==> src/rtl/irq_hub_pkg.sv <==
package irq_hub_pkg;

   localparam int unsigned ADDR_W = 2;

   typedef enum logic [ADDR_W-1:0] {
      SEL_EN   = 2'd0,
      SEL_MAP  = 2'd1,
      SEL_SRC  = 2'd2,
      SEL_NONE = 2'd3
   } reg_sel_e;

   function automatic int unsigned count_bits(input logic [31:0] v);
      int unsigned n;
      n = 0;
      for (int i = 0; i < 32; i++) begin
         n += v[i] ? 1 : 0;
      end
      return n;
   endfunction

endpackage

==> src/rtl/irq_cfg_reg.sv <==
module irq_cfg_reg #(
   parameter int unsigned W    = 8,
   parameter logic [W-1:0] MASK = '1
) (
   input  logic         clk,
   input  logic         rst_n,
   input  logic         we,
   input  logic [W-1:0] wdata,
   output logic [W-1:0] q
);

   always_ff @(posedge clk or negedge rst_n) begin
      if (!rst_n) begin
         q <= '0;
      end else if (we) begin
         q <= wdata & MASK;
      end
   end

   a_r3_write_lands : assert property (@(posedge clk) disable iff (!rst_n)
      we |=> (q == ($past(wdata) & MASK)));

   a_r3_hold_idle : assert property (@(posedge clk) disable iff (!rst_n)
      !we |=> $stable(q));

endmodule

==> src/rtl/irq_status.sv <==
module irq_status #(
   parameter int unsigned W        = 8,
   parameter logic [W-1:0] LVL_MASK = '0,
   parameter logic [W-1:0] EVT_MASK = '0
) (
   input  logic         clk,
   input  logic         rst_n,
   input  logic [W-1:0] set,
   input  logic         data_rd,
   input  logic         src_rd,
   output logic [W-1:0] q
);

   localparam logic [W-1:0] USED_MASK = LVL_MASK | EVT_MASK;

   logic unused_set;
   assign unused_set = ^(set & ~USED_MASK);

   if ((LVL_MASK & EVT_MASK) != '0) begin : g_bad_overlap
      $error("irq_status: a bit cannot be both level and event type");
   end

   for (genvar i = 0; i < W; i++) begin : g_bit
      if (LVL_MASK[i]) begin : g_lvl
         always_ff @(posedge clk or negedge rst_n) begin
            if (!rst_n) begin
               q[i] <= 1'b0;
            end else if (set[i]) begin
               q[i] <= 1'b1;
            end else if (data_rd) begin
               q[i] <= 1'b0;
            end
         end

         a_r4_level_latches : assert property (@(posedge clk) disable iff (!rst_n)
            set[i] |=> q[i]);
         a_r5_strobe_clears : assert property (@(posedge clk) disable iff (!rst_n)
            (data_rd && !set[i]) |=> !q[i]);
         a_r10_sticky : assert property (@(posedge clk) disable iff (!rst_n)
            (q[i] && !data_rd) |=> q[i]);
      end else if (EVT_MASK[i]) begin : g_evt
         always_ff @(posedge clk or negedge rst_n) begin
            if (!rst_n) begin
               q[i] <= 1'b0;
            end else if (set[i]) begin
               q[i] <= 1'b1;
            end else if (src_rd) begin
               q[i] <= 1'b0;
            end
         end

         a_r7_pulse_wins : assert property (@(posedge clk) disable iff (!rst_n)
            set[i] |=> q[i]);
         a_r6_read_clears : assert property (@(posedge clk) disable iff (!rst_n)
            (src_rd && !set[i]) |=> !q[i]);
         a_r6_strobe_keeps : assert property (@(posedge clk) disable iff (!rst_n)
            (q[i] && !src_rd) |=> q[i]);
      end else begin : g_none
         assign q[i] = 1'b0;
      end
   end

endmodule

==> src/rtl/irq_route.sv <==
module irq_route #(
   parameter int unsigned W     = 8,
   parameter int unsigned NPINS = 2
) (
   input  logic             clk,
   input  logic             rst_n,
   input  logic [W-1:0]     st,
   input  logic [W-1:0]     en,
   input  logic [W-1:0]     map,
   output logic [NPINS-1:0] pin
);

   if (NPINS != 2) begin : g_bad_pins
      $error("irq_route: one routing bit per source selects exactly two pins");
   end

   logic [W-1:0] live;
   assign live = st & en;

   for (genvar p = 0; p < NPINS; p++) begin : g_pin
      logic [W-1:0] sel;
      if (p == 0) begin : g_a
         assign sel = ~map;
      end else begin : g_b
         assign sel = map;
      end
      assign pin[p] = |(live & sel);

      a_r8_pin_needs_source : assert property (@(posedge clk) disable iff (!rst_n)
         pin[p] |-> ((st & en) != '0));
   end

   a_r9_any_live_drives : assert property (@(posedge clk) disable iff (!rst_n)
      ((st & en) != '0) |-> (pin != '0));

endmodule

==> src/rtl/irq_hub.sv <==
module irq_hub
   import irq_hub_pkg::*;
#(
   parameter int unsigned W         = 8,
   parameter int unsigned POS_READY = 7,
   parameter int unsigned POS_ACT   = 4,
   parameter int unsigned POS_INACT = 3,
   parameter int unsigned POS_MARK  = 1,
   parameter int unsigned POS_OVR   = 0
) (
   input  logic              clk,
   input  logic              rst_n,
   input  logic              reg_wr,
   input  logic              reg_rd,
   input  logic [ADDR_W-1:0] reg_addr,
   input  logic [W-1:0]      reg_wdata,
   output logic [W-1:0]      reg_rdata,
   input  logic              data_rd,
   input  logic              ready_lvl,
   input  logic              mark_lvl,
   input  logic              ovr_lvl,
   input  logic              act_evt,
   input  logic              inact_evt,
   output logic              irq_a,
   output logic              irq_b
);

   localparam logic [W-1:0] ONE      = W'(1);
   localparam logic [W-1:0] LVL_MASK = (ONE << POS_READY) | (ONE << POS_MARK) | (ONE << POS_OVR);
   localparam logic [W-1:0] EVT_MASK = (ONE << POS_ACT) | (ONE << POS_INACT);
   localparam logic [W-1:0] IRQ_MASK = LVL_MASK | EVT_MASK;
   localparam int unsigned  NPINS    = 2;

   if (W < 5 || W > 32) begin : g_bad_width
      $error("irq_hub: register width must hold five sources and fit 32 bits");
   end
   if (POS_READY >= W || POS_ACT >= W || POS_INACT >= W || POS_MARK >= W || POS_OVR >= W) begin : g_bad_pos
      $error("irq_hub: a source position lies outside the register");
   end
   if (count_bits(32'(IRQ_MASK)) != 5) begin : g_bad_dup
      $error("irq_hub: source positions must be distinct");
   end

   reg_sel_e sel;
   assign sel = reg_sel_e'(reg_addr);

   logic en_we, map_we, src_rd;
   assign en_we  = reg_wr && (sel == SEL_EN);
   assign map_we = reg_wr && (sel == SEL_MAP);
   assign src_rd = reg_rd && (sel == SEL_SRC);

   logic [W-1:0] en_q, map_q, st_q, set_vec;

   always_comb begin
      set_vec            = '0;
      set_vec[POS_READY] = ready_lvl;
      set_vec[POS_MARK]  = mark_lvl;
      set_vec[POS_OVR]   = ovr_lvl;
      set_vec[POS_ACT]   = act_evt;
      set_vec[POS_INACT] = inact_evt;
   end

   irq_cfg_reg #(.W(W), .MASK(IRQ_MASK)) i_en (
      .clk(clk), .rst_n(rst_n), .we(en_we), .wdata(reg_wdata), .q(en_q)
   );

   irq_cfg_reg #(.W(W), .MASK(IRQ_MASK)) i_map (
      .clk(clk), .rst_n(rst_n), .we(map_we), .wdata(reg_wdata), .q(map_q)
   );

   irq_status #(.W(W), .LVL_MASK(LVL_MASK), .EVT_MASK(EVT_MASK)) i_status (
      .clk(clk), .rst_n(rst_n), .set(set_vec), .data_rd(data_rd),
      .src_rd(src_rd), .q(st_q)
   );

   logic [NPINS-1:0] pins;

   irq_route #(.W(W), .NPINS(NPINS)) i_route (
      .clk(clk), .rst_n(rst_n), .st(st_q), .en(en_q), .map(map_q), .pin(pins)
   );

   assign irq_a = pins[0];
   assign irq_b = pins[1];

   always_comb begin
      unique case (sel)
         SEL_EN:  reg_rdata = en_q;
         SEL_MAP: reg_rdata = map_q;
         SEL_SRC: reg_rdata = st_q;
         default: reg_rdata = '0;
      endcase
   end

   a_r2_unused_zero : assert property (@(posedge clk) disable iff (!rst_n)
      (reg_rdata & ~IRQ_MASK) == '0);

   a_r3_status_write_ignored : assert property (@(posedge clk) disable iff (!rst_n)
      (reg_wr && sel == SEL_SRC && set_vec == '0 && !data_rd) |=> (st_q & ~$past(st_q)) == '0);

endmodule

==> config.mk <==
export PLATFORM = sky130hd
export DESIGN_NAME = irq_hub
export DESIGN_NICKNAME = d
export VERILOG_FILES = /design/src/rtl/irq_hub_pkg.sv /design/src/rtl/irq_cfg_reg.sv /design/src/rtl/irq_status.sv /design/src/rtl/irq_route.sv /design/src/rtl/irq_hub.sv
export SDC_FILE = /design/constraint.sdc
export NUM_CORES = 1
export LEC_CHECK = 0
export ABC_AREA = 1
export BUFFER_PORTS_ARGS = -buffer_cell sky130_fd_sc_hd__buf_2
export CORE_AREA = 2 2 49 63
export DETAILED_ROUTE_END_ITERATION = 8
export DIE_AREA = 0 0 51 65
export PLACE_DENSITY = 0.62
export RECOVER_POWER = 50
export SLEW_MARGIN = 40
export SYNTH_ARGS = -nofsm -noshare
export SYNTH_HDL_FRONTEND = slang
export SYNTH_HIERARCHICAL = 1
export SYNTH_SLANG_ARGS = --single-unit
==> constraint.sdc <==
create_clock -name clk -period 1.05 [get_ports clk]
set_input_delay 0 -clock clk [delete_from_list [all_inputs] [get_ports clk]]
set_output_delay 0 -clock clk [all_outputs]
set_load 0.01 [all_outputs]
==> impl_metrics.yaml, run 1 <==
run_status:
  status: "complete, but fails checks"
  violations: "negative setup slack"
power_and_ir_drop:
  power_switching_uw: 536
  p_comb_share_pct: 33.1
  peakVddDrop_mv: 0.737
  p_seq_share_pct: 46.2
  p_per_area_nw_per_um2: 1140
  sw_frac_of_total_pct: 33.8
  clock_power_share_pct: 20.7
  power.total_uw: 1590
  p_int_uw: 1050
  leakage_uw: 0.000777
detailed_routing:
  drtPass1Iterations: 4
  avgRoutedWirePerCell_um: 10.3
  vias_per_cell: 4.53
  drtAntennaViolNets: 0
  vias: 1078
  drc: 0
  drt_iter0_markers: 31
  routed_wl_mm: 2.44
grt:
  grt_antenna_before_repair: 0
  grt_pass1_vias: 960
  grt.total_usage_pct: 15.7
  grt_start_max_net_pins: 16
  grt_overflow: 0
  grt_pass1_wl_mm: 4.08
floorplan:
  fp.dieH_um: 65
  fp.coreArea_um2: 2780
  fp-row-count: 22
  io_pins: 30
  initial_core_util_pct: 37.3
  dieArea_um2: 3320
  die_w_um: 51
timing:
  worst_pin_slew_ns: 0.812
  drv_slew: 0
  finalCritPeriodShare_pct: 109
  clock.fmax_mhz: 872
  hold_viol: 0
  setup_slack_ns: -0.0971
  layout_min_cycle_time_ns: 1.15
  setup_viol: 3
  relSlewSlack_pct: 45.8
  fin_skew_ns: 0
  rsz0062_at_grt: "yes"
min_path:
  min_path_cells: 5
  min-delay-start: "reg_wr"
  worstHoldEndpoint: "i_map/q[3]"
  hold_path_class: "in2reg"
worst_setup_path:
  critPathKind: "reg2out"
  startpoint_type: "flip-flop"
  reg2reg_to: "i_map/q[4]"
  reg2reg_depth: 4
  cp_max_fo: 4
  end_kind: "output pin"
  r2r_slack_ns: 0.17
  required_ns: 1.05
  arrival_ns: 1.15
  r2r_start: "i_map/q[4]"
final_layout:
  syn_to_final_growth_pct: 34.1
  drive_above_1_share_pct: 25.7
  final_cells: 238
  insertedDiodeCount: 0
  nets: 223
  layout_common_cells: "nand2_1 (57), nand3_1 (35), buf_2 (22)"
  final_common_cell: "nand2_1"
yosys:
  syn_inst: 154
  syn_area_um2: 1040
  synth.avg_cell_area_um2: 6.74
  synth_warnings: 6
clock_tree:
  clk_latency_ns: 0.28
  path_clk_slew_ns: 0.09
  cts_buffers: 3
  cts_root_buf: "clkbuf_4"
  cts_sinks: 15
  cts_tree: "yes"
  htree_levels: 1
  clockBufferDepth: 2
job:
  drv_cap: 0
place:
  place_inst: 211
  dp_hpwl_mm: 1.71
  portBuffers: 23
  gp_congestion: 0.785
sequential cells by signal, indices dropped and copies added, names as in the netlist:
name and flops:
i_status/q 5, i_map/q 5, i_en/q 5
per-layer routing:
metal / up-vias / GRT usage, % / routed length [µm]
li1: 563 / - / -
met3: 4 / 2.53 / 87
met2: 16 / 26.5 / 1180
met5: - / 0 / 0
met4: 0 / 6.76 / 29
met1: 495 / 19.6 / 1140
worst max-delay path by stage:
| stage | cells past startpoint | start | slack [ns] | endpoint |
|---|---|---|---|---|
| after floorplan | 5 | reg_addr[0] | 0.15 | i_en/q[0] |
| after global placement | 5 | reg_addr[1] | 0.19 | i_map/q[1] |
| after detailed placement | 5 | reg_addr[1] | 0.17 | i_map/q[1] |
| after CTS | 5 | i_status/q[1] | -0.10 | irq_b |
| after global routing | 6 | i_map/q[0] | -0.17 | irq_a |
| final | 5 | i_en/q[1] | -0.1 | irq_b |
through the flow:
| stage | util (%) | hold slack (ns) | cell area, µm² | setup TNS, ns | worst slack, ns |
|---|---|---|---|---|---|
| 2_1_floorplan | - | -0.296 | 1060 | 0 | 0.147 |
| 3_3_place_gp | 41.4 | -0.0802 | 1150 | 0 | 0.193 |
| 3_5_place_dp | 41.4 | -0.0814 | 1150 | 0 | 0.172 |
| 4_1_cts | 48.1 | 0.100 | 1340 | -0.284 | -0.101 |
| 5_1_grt | 50.0 | 0.123 | 1390 | -0.571 | -0.170 |
| 6_report | 50.0 | 0.105 | 1390 | -0.250 | -0.0971 |
power groups by stage:
stage          clock network [µW]  registers (µW)  logic (µW)
2_1_floorplan                   0             721         294
3_3_place_gp                    0             739         387
3_5_place_dp                    0             745         393
4_1_cts                       340             731         456
5_1_grt                       373             743         588
6_report                      329             732         525
layout make-up:
cell class	instances	area (µm²)
fill	282	1390
clock inverter	1	5.00
tap	36	45.0
timing repair buffer	49	339
clock buffer	3	22.5
sequential	15	375
multi-input combinational	115	528
inverter	19	76.3
critical path: stages (launching register included):
cell     delay [ns]
dfrtp_1        0.42
nand3_1        0.10
nand2_1        0.06
nor2_1         0.09
nand2_1        0.06
buf_2          0.13
repair_timing:
item                       in CTS  in global routing
pin swaps                       6                 13
hold buffers                   12                  0
setup endpoints to repair       2                  7
hold endpoints to repair       30                  0
gates resized for setup         0                  3
setup buffers                   5                  6
No activity file was read; power rests on OpenSTA's default activity.
==> inputs of run 2 (changes only) <==
- ABC_AREA: 1 -> default
- CORE_AREA: 2 2 49 63 -> 2 2 47 60
- DIE_AREA: 0 0 51 65 -> 0 0 49 62
==> impl_metrics.yaml, run 2 <==
run_status:
  status: "complete, but fails checks"
  violations: "negative setup slack"
worst_setup_path:
  critPathKind: "reg2out"
  crit_slowest_cell: "or4_4"
  required_ns: 1.05
  cp_max_fo: 2
  crit_path_cell_trace: "nand2_1 > o22ai_2 > or4_4 > buf_6"
  slowest_delay_ns: 0.52
  startpoint_type: "flip-flop"
  arrival_ns: 1.48
  end_kind: "output pin"
grt:
  grt_antenna_before_repair: 0
  grt.total_usage_pct: 17.0
  grt_start_max_net_pins: 16
  grt_overflow: 0
  grt_pass1_wl_mm: 3.89
  grt_pass1_vias: 895
detailed_routing:
  vias_per_cell: 4.76
  drtAntennaViolNets: 0
  drt_iter0_markers: 12
  vias: 862
  drtPass1Iterations: 3
  avgRoutedWirePerCell_um: 13.2
  routed_wl_mm: 2.40
  drc: 0
yosys:
  syn_area_um2: 932
  synth.avg_cell_area_um2: 10.4
  syn_inst: 90
  synth_warnings: 6
timing:
  hold_ws_ns: 0.0294
  worst_pin_slew_ns: 0.822
  relSlewSlack_pct: 45.2
  setup_slack_ns: -0.434
  setup_viol: 7
  clock.fmax_mhz: 674
  finalCritPeriodShare_pct: 141
  fin_skew_ns: 0
  hold_viol: 0
  rsz0062_at_grt: "yes"
  drv_slew: 0
  layout_min_cycle_time_ns: 1.48
  tns_ns: -1.44
final_layout:
  nets: 168
  drive_above_1_share_pct: 45.6
  final_common_cell: "buf_2"
  fillerInstances: 246
  reg.largest.list: "i_en/q x5, i_map/q x5, i_status/q x5"
  insertedDiodeCount: 0
  stdcell_area_um2: 1420
  utilization_pct: 55.5
  layout_common_cells: "buf_2 (21), buf_4 (17), dfrtp_1 (15)"
  syn_to_final_growth_pct: 51.8
floorplan:
  fp-row-count: 21
  dieArea_um2: 3040
  fp.dieH_um: 62
  initial_core_util_pct: 36.6
  die_w_um: 49
  io_pins: 30
  fp.coreArea_um2: 2550
job:
  drv_cap: 0
clock_tree:
  cts_buffers: 3
  clockBufferDepth: 2
  htree_levels: 1
  cts_sinks: 15
  clk_latency_ns: 0.27
  cts_tree: "yes"
  cts_root_buf: "clkbuf_4"
  path_clk_slew_ns: 0.08
place:
  gp_congestion: 0.840
  portBuffers: 23
  dp_hpwl_mm: 1.72
  dp_worst_setup_slack_ns: -0.134
  placed_cell_area_um2: 1180
power_and_ir_drop:
  leakage_uw: 0.000677
  p_per_area_nw_per_um2: 1230
  peakVddDrop_mv: 0.854
min_path:
  hold_path_class: "in2reg"
## run 2: power by group
part	internal, µW	leakage (µW)	switching (µW)
clock	147	0.0000150	170
combinational	419	0.000493	289
sequential	662	0.000170	59.7
## run 2: worst paths after layout
| check | depth (start not counted) | slack, ns | startpoint | to |
|---|---|---|---|---|
| min | 3 | 0.03 | data_rd | i_status/q[0] |
| max reg2reg | 4 | 0.04 | i_status/q[0] | i_status/q[0] |
| min reg2reg | 2 | 0.62 | i_status/q[1] | i_status/q[1] |
| max in group asynchronous | 2 | 0.21 | rst_n | i_map/q[7] |
| min in group asynchronous | 2 | 0.33 | rst_n | i_en/q[3] |
| max | 4 | -0.43 | i_status/q[0] | irq_a |
## run 2: metal layers
metal / wire (µm) / track usage [%] / share of wire, %
met2: 1280 / 31.9 / 53
met1: 946 / 18.5 / 39
met5: 0 / 0 / 0
met4: 91 / 11.4 / 3.8
met3: 81 / 1.91 / 3.4
## run 2: what timing repair did
action,4_1_cts,5_1_grt
buffers inserted,6,0
endpoints found under the setup margin,7,7
resized for setup,9,4
endpoints found under the hold margin,30,0
hold buffers,11,0
pin swaps,7,0
## run 2: layout make-up
class	count	area (µm²)	share of cell area, %
clock buffer	4	26.3	1.86
multi-input combinational	67	515	36.4
inverter	2	7.51	0.531
sequential	15	375	26.5
timing repair buffer	59	448	31.7
tap	34	42.5	3.01
## run 2: critical path, delay by kind of cell (launching register included)
family	cells	cell delay [ns]
compound gates	1	0.07
buf+inv	1	0.14
simple gates	2	0.61
flops	1	0.40
## run 2: through the flow
stage / total power [µW] / instances
floorplan: 1040 / 96
global placement: 1290 / 161
detailed placement: 1300 / 161
CTS: 1720 / 181
finish: 1750 / 181
global route: 1870 / 181
